[config.mk]
export PLATFORM = sky130hd
export DESIGN_NAME = conv_trig_timer
export DESIGN_NICKNAME = d
export VERILOG_FILES = /design/src/rtl/ctt_pkg.sv /design/src/rtl/ctt_tc_decode.sv /design/src/rtl/ctt_freeze_ctl.sv /design/src/rtl/ctt_counter.sv /design/src/rtl/conv_trig_timer.sv
export SDC_FILE = /design/constraint.sdc
export NUM_CORES = 1
export LEC_CHECK = 0
export ABC_AREA = 1
export BUFFER_PORTS_ARGS = -buffer_cell sky130_fd_sc_hd__buf_4
export CAP_MARGIN = 30
export CORE_MARGIN = 5
export CORE_UTILIZATION = 45
export CTS_BUF_LIST = sky130_fd_sc_hd__clkbuf_8
export DETAILED_ROUTE_END_ITERATION = 16
export GPL_TIMING_DRIVEN = 0
export PLACE_DENSITY_LB_ADDON = 0.15
export REMOVE_ABC_BUFFERS = 1
export SLEW_MARGIN = 10
export SYNTH_ARGS = -nofsm -noshare
export SYNTH_HDL_FRONTEND = slang
export SYNTH_SLANG_ARGS = --single-unit
[constraint.sdc]
create_clock -name clk -period 2.2 [get_ports clk]
set_input_delay 0.66 -clock clk [delete_from_list [all_inputs] [get_ports clk]]
set_output_delay 0.66 -clock clk [all_outputs]
set_load 0.005 [all_outputs]
[src/rtl/ctt_pkg.sv]
package ctt_pkg;

    typedef enum logic [1:0] {
        MODE_OFF      = 2'b00,
        MODE_PERIODIC = 2'b01,
        MODE_INTERVAL = 2'b10,
        MODE_RSVD     = 2'b11
    } ctt_mode_e;

    // Freeze decision handed from the freeze controller to the counter
    typedef struct packed {
        logic hold_zero;   // force count to zero, no trigger
        logic quiet;       // keep counting, suppress trigger
    } ctt_frz_t;

    function automatic logic mode_runs(input ctt_mode_e m);
        return (m == MODE_PERIODIC) || (m == MODE_INTERVAL);
    endfunction

endpackage

[src/rtl/ctt_tc_decode.sv]
module ctt_tc_decode #(
    parameter int CODE_W   = 4,
    parameter int BASE_EXP = 7,
    parameter int CNT_W    = BASE_EXP + (2**CODE_W) - 1
) (
    input  logic [CODE_W-1:0] code,
    output logic [CNT_W-1:0]  last_val
);
    localparam int NCODE = 2**CODE_W;

    logic [CNT_W-1:0] masks [NCODE];

    for (genvar g = 0; g < NCODE; g++) begin : g_mask
        localparam int EXP = g + BASE_EXP;
        assign masks[g] = {CNT_W{1'b1}} >> (CNT_W - EXP);
    end

    assign last_val = masks[code];

endmodule

[src/rtl/ctt_freeze_ctl.sv]
module ctt_freeze_ctl
    import ctt_pkg::*;
(
    input  logic     clk,
    input  logic     rst,
    input  logic     run,
    input  logic     freeze,
    input  logic     busy,
    output logic     pend,
    output ctt_frz_t ctl
);
    logic stop_req;

    assign stop_req      = freeze || pend;
    assign ctl.hold_zero = run && stop_req && !busy;
    assign ctl.quiet     = run && stop_req && busy;

    always_ff @(posedge clk) begin
        if (rst || !run) begin
            pend <= 1'b0;
        end else begin
            pend <= stop_req && busy;
        end
    end


    pend_needs_busy_chk: assert property (@(posedge clk) disable iff (rst)
        (pend && !busy) |=> !pend);

endmodule

[src/rtl/ctt_counter.sv]
module ctt_counter
    import ctt_pkg::*;
#(
    parameter int CNT_W = 22
) (
    input  logic             clk,
    input  logic             rst,
    input  logic             tick,
    input  logic             run,
    input  logic             periodic,
    input  logic             restart,
    input  logic [CNT_W-1:0] last_val,
    input  ctt_frz_t         ctl,
    output logic [CNT_W-1:0] cnt,
    output logic             trig
);
    logic             done;
    logic             at_last;
    logic [CNT_W-1:0] cnt_inc;

    assign at_last = (cnt == last_val);
    assign cnt_inc = at_last ? '0 : cnt + 1'b1;

    always_ff @(posedge clk) begin
        if (rst) begin
            cnt  <= '0;
            trig <= 1'b0;
            done <= 1'b0;
        end else begin
            trig <= 1'b0;
            if (!run || restart) begin
                cnt  <= '0;
                done <= 1'b0;
            end else if (ctl.hold_zero) begin
                cnt <= '0;
            end else if (ctl.quiet) begin
                if (tick) cnt <= cnt_inc;
            end else if (done) begin
                cnt <= '0;
            end else if (tick) begin
                cnt <= cnt_inc;
                if (at_last) begin
                    trig <= 1'b1;
                    if (!periodic) done <= 1'b1;
                end
            end
        end
    end


    trig_single_chk: assert property (@(posedge clk) disable iff (rst)
        trig |=> !trig);

    trig_at_wrap_chk: assert property (@(posedge clk) disable iff (rst)
        trig |-> (cnt == '0));

    interval_once_chk: assert property (@(posedge clk) disable iff (rst)
        (done && run && !restart) |=> !trig);

endmodule

[src/rtl/conv_trig_timer.sv]
module conv_trig_timer
    import ctt_pkg::*;
#(
    parameter int CODE_W   = 4,
    parameter int BASE_EXP = 7,
    parameter int CNT_W    = BASE_EXP + (2**CODE_W) - 1
) (
    input  logic              clk,
    input  logic              rst,
    input  logic              tick,
    input  logic [1:0]        mode,
    input  logic [CODE_W-1:0] period_code,
    input  logic              freeze,
    input  logic              busy,
    output logic              trig,
    output logic [CNT_W-1:0]  count
);
    ctt_mode_e        mode_e;
    logic [1:0]       mode_q;
    logic             run;
    logic             restart;
    logic             pend;
    ctt_frz_t         frz;
    logic [CNT_W-1:0] last_val;

    assign mode_e  = ctt_mode_e'(mode);
    assign run     = mode_runs(mode_e);
    assign restart = (mode != mode_q);

    always_ff @(posedge clk) begin
        if (rst) mode_q <= MODE_OFF;
        else     mode_q <= mode;
    end

    ctt_tc_decode #(
        .CODE_W  (CODE_W),
        .BASE_EXP(BASE_EXP),
        .CNT_W   (CNT_W)
    ) u_dec (
        .code    (period_code),
        .last_val(last_val)
    );

    ctt_freeze_ctl u_frz (
        .clk   (clk),
        .rst   (rst),
        .run   (run),
        .freeze(freeze),
        .busy  (busy),
        .pend  (pend),
        .ctl   (frz)
    );

    ctt_counter #(
        .CNT_W(CNT_W)
    ) u_cnt (
        .clk     (clk),
        .rst     (rst),
        .tick    (tick),
        .run     (run),
        .periodic(mode_e == MODE_PERIODIC),
        .restart (restart),
        .last_val(last_val),
        .ctl     (frz),
        .cnt     (count),
        .trig    (trig)
    );


    off_idle_chk: assert property (@(posedge clk) disable iff (rst)
        !run |=> (count == '0) && !trig);

    tick_gate_chk: assert property (@(posedge clk) disable iff (rst)
        !tick |=> (count == $past(count)) || (count == '0));

    freeze_zero_chk: assert property (@(posedge clk) disable iff (rst)
        (freeze && !busy) |=> (count == '0));

    no_trig_frozen_chk: assert property (@(posedge clk) disable iff (rst)
        (freeze || pend) |=> !trig);

    pend_release_chk: assert property (@(posedge clk) disable iff (rst)
        (pend && !busy) |=> (count == '0));

    mode_restart_chk: assert property (@(posedge clk) disable iff (rst)
        restart |=> (count == '0));

endmodule

==> results.md, run 1 <==
- Worst Hold End: u_cnt.done
- Vias in the first global route: roughly 1600
- Type of origin of the critical path: input port
- GP Congestion: about 0.89
- Number of CTS-inserted buffers: 3
- First-pass GRT wire length: roughly 7300 µm
- Ys async rst share: 0%
- WL per Instance: 11.4 µm
- Post-synth EDFFs: 0
- Top cell type's share of synthesized area: 30.3%
- Worst Path Max Fanout: 19
- Via density: 4.87
- First drt pass iteration count: 4
- Die Y-Extent: 73.0 µm
- Die ar.: roughly 0.0053 mm²
- Sequential share of power: 56.3%
- Cell Area, Placed: 0.00206 mm²
- Pre-CTS setup slack: -0.0715 ns
- CTS tree: done
- Most frequent cell after synthesis: nand2_1
- Fillers: 397
- Initial Util: 47.7%
- Synth area leaders: dfxtp_1, nand2_1, nor2_1
- Die W: 73.0 µm
- #FFs+latches synth: 27
- PostCTS Resize Cnt: 0
- # clock sinks: 27
- CP Data Arrival Time: 2.19 ns
- Setup violations, final: 0
- Max IR drop VDD: 0.336 mV
- Synth Warn #: 0
- Max cap viols: 0
- Setup slack after layout: ~0.22 ns
- IO Port Bufs: 33
- Worst slew pin tran: about 0.43 ns
- Post-synth top cells: nand2_1, nor2_1, inv_1
- Synth area leader: dfxtp_1
- Internal: approximately 0.00065 W
- Psw: between 0.0002 and 0.00025 W
- Fin util: 56.3%
- CTS clk-pin slew, worst paths: 0.10 ns
- CTS max path bufs: 2
- Initial antenna violation count: 0
- Layout cell share with drive strength beyond 1: between 10% and 20%
- Post-Syn Area: 0.00179 mm²
- Mapped Cells: 300
- Finished Layout Cells: 380
- Min-delay worst type: flip-flop to flip-flop
- Worst-Skew Late Latency: 0.28 ns
- Final Cell Area: 0.00211 mm²
- Hold-fix buffers, CTS: 0
- Flop2flop setup slack: roughly 0.34 ns
- Hold wc startpoint: u_cnt.done
- Core area: 0.00374 mm²
- Hpwl dp: 3460 µm
- Status: completed
- Sw frac: 25.4%
- Worst Skew: ~0.0078 ns
- Syn-to-layout area delta: 17.9%
- Slew headroom: 71.1%
- Pwr Density: 416 mW/mm²
- Gr usage total: between 15 and 20%
- Yosys cell types: 28
- Slew Viols, Final: 0
- Register area share after synthesis: 30.3%
- Routed wire length: 4320 µm
- H-tree Lvls: 1
- Pin count of the biggest net entering global routing: 20
- CP Class: input port to flip-flop
- Tmin final: 1.98 ns
- Row cnt: 22
- Boundary pin count: 34
- First DRT Iteration DRCs: 136
- Final hold violation count: 0
- DR vias: about 1800
- Predominant post-synthesis flop cell: dfxtp_1
- RSZ-0062 raised after global routing: no
- Clk pwr share: between 30% and 40%
- CTS root buffer: clkbuf_8
- Worst endpoint required time: 2.41 ns
- Number of setup buffers added after CTS: 0
- Syn Area/Cell: 5.95 µm²
- Remaining antenna violation count: 0
- Worst r2r dst: u_cnt.cnt[20]
- Period utilisation layout: 89.8%
- Antenna diodes: 0
- Comb power frac: 11.4%
- Worst reg-to-reg path cell count: 11
- Gr ovfl total: 0
- Crit. End Element: flip-flop
- Final Power: 0.000876 W
- Fin nets: 346
- Fmax: 506 MHz
- Lkg Pwr: between 0.8 and 0.9 nW
- Drc violations: 0
- Launching point of the worst reg2reg path: u_cnt.cnt[0]
- Cells after DPL: 376
- Hold path depth: 2
[metal layers]
metal | wire length [µm] | global-route usage, % | up-vias
met5 | 0 | 0 | -
met4 | 29 | 2.46 | 0
met3 | 269 | 3.44 | 4
met2 | 1800 | 25.3 | 44
met1 | 2230 | 25.1 | 784
li1 | - | - | 1017
[registers in the layout, summed over array words and instances (netlist names)]
name,cells
u_frz.pend,1
u_cnt.trig,1
mode_q,2
u_cnt.done,1
u_cnt.cnt,22
[worst max-delay path: stages]
cell and delay, ns:
buf_4 0.12, ha_1 0.30, a211oi_1 0.28, nand2_1 0.12
a21oi_1 0.11, o21ai_0 0.18, inv_2 0.13, nand2_4 0.15
a21oi_1 0.14
[per-stage QoR]
| step | setup TNS [ns] | hold slack (ns) |
|---|---|---|
| 6_report | 0 | 0.484 |
| 5_1_grt | 0 | 0.519 |
| 4_1_cts | 0 | 0.487 |
| 3_5_place_dp | -0.853 | 0.473 |
| 3_3_place_gp | -0.534 | 0.468 |
| 2_1_floorplan | 0 | 0.448 |
[power by group through the flow]
stage          Combinational (W)  Sequential (W)  Clock (W)
3_3_place_gp           0.0000988        0.000504          0
6_report                0.000100        0.000493   0.000282
2_1_floorplan          0.0000606        0.000504          0
5_1_grt                 0.000116        0.000493   0.000310
3_5_place_dp           0.0000995        0.000504          0
4_1_cts                0.0000999        0.000493   0.000293
[final cells by class]
class	count	area (µm²)	share of cell area, %
multi-input combinational	230	1070	50.8
sequential	27	541	25.7
timing repair buffer	33	248	11.8
inverter	38	143	6.77
tap	48	60.1	2.85
clock buffer	3	41.3	1.96
clock inverter	1	3.75	0.178
[cells in the final DEF, fill, tap and decap left out]
master and count:
clkinv_1 1, nand3_1 27, nor2_1 58, nand2_4 1, inv_2 7, a21oi_1 4, or2_2 1, nor2_2 2
nor3_2 2, clkbuf_8 3, o21ai_1 4, nand4_1 10, nand2_1 89, nor3b_1 1, buf_4 33, xor2_1 9
inv_1 31, o22ai_1 1, o21ai_0 8, nor4_1 2, nand3_2 1, dfxtp_1 27, nor3b_2 1, a211oi_1 1
nor3_1 6, ha_1 2
[logic make-up (layout without fill, tap and decap cells)]
logic type / after synthesis / after routing / share of synthesized area [%]
AOI/OAI and AO/OA: 18 / 18 / 5.26
xor gates and xnor gates: 9 / 9 / 4.42
adders and majority gates: 2 / 2 / 1.40
buffers and inverters: 43 / 75 / 9.81
DFF: 27 / 27 / 30.3
and+or+nand+nor: 201 / 201 / 48.8
[worst max path at each step]
stage | to | cells after the start | slack, ns | from
floorplan | u_cnt.cnt[0] | 9 | 0.25 | mode[1]
global placement | u_cnt.cnt[0] | 9 | -0.06 | mode[0]
detailed placement | u_cnt.cnt[0] | 9 | -0.07 | mode[0]
CTS | u_cnt.cnt[0] | 9 | 0.21 | mode[0]
global route | u_cnt.cnt[5] | 9 | 0.03 | mode[0]
finish | u_cnt.cnt[0] | 9 | 0.22 | mode[0]
Power figures use the tool's default switching activity.
==> run 2: changes to the inputs <==
Settings changed: RECOVER_POWER from default to 50.
==> run 2 against run 1 <==
  * Sequential share of layout area barely moved
  * Fmax rose by 0.22%
  * Highest routed layer unchanged
  * Clock skew down 0.00061 ns
  * Flip-flop and latch count stayed put
  * Critical path type unchanged
  * Worst hold slack hardly changed
==> results.md, run 2 (synthesis results as in run 1) <==
- Slowest CP cell: ha_1 (unchanged)
- Gr busiest metal: met2 (unchanged)
- Antenna diodes: 0 (unchanged)
- PostCTS Resize Cnt: 0 (unchanged)
- Most frequent CP cell: a21oi_1 (unchanged)
- Number of setup buffers added after CTS: 0 (unchanged)
- Lkg Pwr: 0.879 nW (was 0.894 nW)
- Sw frac: 25.3% (was 25.4%)
- Fin util: 56.1% (was 56.3%)
- Boundary pin count: 34 (unchanged)
- CP Class: input port to flip-flop (unchanged)
- Grt met3 use: 3.44% (unchanged)
- CTS tree: done (unchanged)
- Crit path depth: 9 (unchanged)
- Sequential share of power: 56.4% (was 56.3%)
- WL per Instance: 11.3 µm (was 11.4 µm)
- Cells after DPL: 376 (unchanged)
- Launching point of the worst reg2reg path: u_cnt.cnt[0] (unchanged)
- Clk pwr share: 32.2% (was 32.3%)
- CP Data Arrival Time: 2.18 ns (was 2.19 ns)
- Tmin final: 1.97 ns (was 1.98 ns)
- First-pass GRT wire length: 7270 µm (unchanged)
- Routing usage on met2: 25.3% (unchanged)
- Die W: 73.0 µm (unchanged)
- Worst reg-to-reg path cell count: 11 (unchanged)
- Max IR drop VDD: 0.336 mV (about the same)
- Worst path max stage delay: 0.30 ns (about the same)
- Slew headroom: 71.1% (about the same)
- CTS root buffer: clkbuf_8 (unchanged)
- Final hold violation count: 0 (unchanged)
- Biggest regs: u_cnt.cnt (22), mode_q (2) (unchanged)
- Die Y-Extent: 73.0 µm (unchanged)
- Fmax: 507 MHz (was 506 MHz)
- H-tree Lvls: 1 (unchanged)
- GP Congestion: 0.885 (unchanged)
- Setup TNS: 0 ns (unchanged)
- Finished Layout Cells: 380 (unchanged)
- Top reg by flops: u_cnt.cnt (unchanged)
- Worst endpoint required time: 2.41 ns (about the same)
- Internal: 0.000653 W (about the same)
- Slew Viols, Final: 0 (unchanged)
- Largest register FFs: 22 (unchanged)
- Die ar.: 0.00533 mm² (unchanged)
- Pin count of the biggest net entering global routing: 20 (unchanged)
- IO Port Bufs: 33 (unchanged)
- Met1 Usage GRT: 25.1% (unchanged)
- Hold path depth: 2 (unchanged)
- Commonest cells after routing, fill and taps aside: nand2_1, nor2_1, inv_1 (was nand2_1, nor2_1, buf_4)
- Hold_ws: 0.485 ns (was 0.484 ns)
- Via density: 4.87 (about the same)
- Psw: 0.000222 W (was 0.000223 W)
- Max cap viols: 0 (unchanged)
- Hold wc startpoint: u_cnt.done (unchanged)
- Period utilisation layout: 89.6% (was 89.8%)
- CTS clk-pin slew, worst paths: 0.09 ns (was 0.10 ns)
- Status: completed (unchanged)
- Type of origin of the critical path: input port (unchanged)
- Commonest non-fill, non-tap cell in the layout: nand2_1 (unchanged)
- Comb power frac: 11.4% (about the same)
- CTS max path bufs: 2 (unchanged)
- Core area: 0.00374 mm² (unchanged)
- Routed wire length: 4310 µm (was 4320 µm)
- DR vias: 1852 (was 1849)
- Worst-path cell chain: buf_4 > ha_1 > a211oi_1 > nand2_1 > a21oi_1 > o21ai_0 > inv_2 > nand2_4 > a21oi_1 (unchanged)
- Final Power: 0.000874 W (was 0.000876 W)
- Hold-fix buffers, CTS: 0 (unchanged)
- Flop2flop setup slack: 0.34 ns (about the same)
- Layout cell share with drive strength beyond 1: 14.8% (was 15.4%)
- Worst Skew: 0.00722 ns (was 0.00783 ns)
- Min-delay worst type: flip-flop to flip-flop (unchanged)
- Row cnt: 22 (unchanged)
- Initial antenna violation count: 0 (unchanged)
- Initial Util: 47.7% (unchanged)
- Crit. End Element: flip-flop (unchanged)
- Hpwl dp: 3460 µm (unchanged)
- First drt pass iteration count: 4 (unchanged)
- Drc violations: 0 (unchanged)
- Gr ovfl total: 0 (unchanged)
- Number of CTS-inserted buffers: 3 (unchanged)
- Worst Hold End: u_cnt.done (unchanged)
- Setup violations, final: 0 (unchanged)
- Remaining antenna violation count: 0 (unchanged)
- Buf+Inv Stages, Crit Path: 2 (unchanged)
- Worst r2r dst: u_cnt.cnt[20] (unchanged)
- Worst Path Max Fanout: 19 (unchanged)
- RSZ-0062 raised after global routing: no (unchanged)
- First DRT Iteration DRCs: 117 (was 136)
- Crit-path leading delay family: compound AO/OA/AOI/OAI gates (unchanged)
- Syn-to-layout area delta: 17.7% (was 17.9%)
- Vias in the first global route: 1624 (unchanged)
- Worst slew pin tran: 0.429 ns (was 0.430 ns)
- Gr usage total: 16.9% (unchanged)
- Worst-Skew Late Latency: 0.28 ns (about the same)
- Pwr Density: 416 mW/mm² (about the same)
- Fin nets: 346 (unchanged)
- # clock sinks: 27 (unchanged)
==> run 2: changes by cell type in the layout (fill, tap and decap cells not counted), sizes merged <==
cell and delta:
clkbuf +22, buf -22
==> run 2: area by class of cell <==
cell class | count | area [µm²]
Timing Repair Buffer | 33 | 244
Clock buffer | 3 | 41.3
Inverter | 38 | 143
Fill cell | 399 | 1640
Multi-Input combinational cell | 230 | 1070
Sequential cell | 27 | 541
Tap cell | 48 | 60.1
Clock inverter | 1 | 3.75
==> run 2: power groups by stage <==
stage	combinational, W	clock [W]	sequential [W]
4_1_cts	0.0000999	0.000293	0.000493
2_1_floorplan	0.0000606	0	0.000504
5_1_grt	0.000116	0.000310	0.000493
6_report	0.0000997	0.000282	0.000493
3_3_place_gp	0.0000988	0	0.000504
3_5_place_dp	0.0000995	0	0.000504
==> run 2: worst max-delay path by stage <==
| stage | from | to |
|---|---|---|
| global route | mode[0] | u_cnt.cnt[5] |
| global placement | mode[0] | u_cnt.cnt[0] |
| finish | mode[0] | u_cnt.cnt[0] |
| detailed placement | mode[0] | u_cnt.cnt[0] |
| floorplan | mode[1] | u_cnt.cnt[0] |
| CTS | mode[0] | u_cnt.cnt[0] |
==> run 2: stage by stage <==
step / instance area (µm²) / setup WS [ns]
3_3_place_gp: 2060 / -0.0593
2_1_floorplan: 1750 / 0.254
3_5_place_dp: 2060 / -0.0715
5_1_grt: 2100 / 0.0303
4_1_cts: 2110 / 0.213
6_report: 2100 / 0.228
==> run 2: metal layers <==
metal | routed length, µm | up-vias
met5 | 0 | -
met1 | 2250 | 788
met3 | 245 | 4
met4 | 29 | 0
met2 | 1790 | 44
li1 | - | 1016
==> run 2: worst min-delay path, stage by stage, from the launching register on <==
cell and delay [ns]:
dfxtp_1 0.31, inv_1 0.08, a21oi_1 0.06
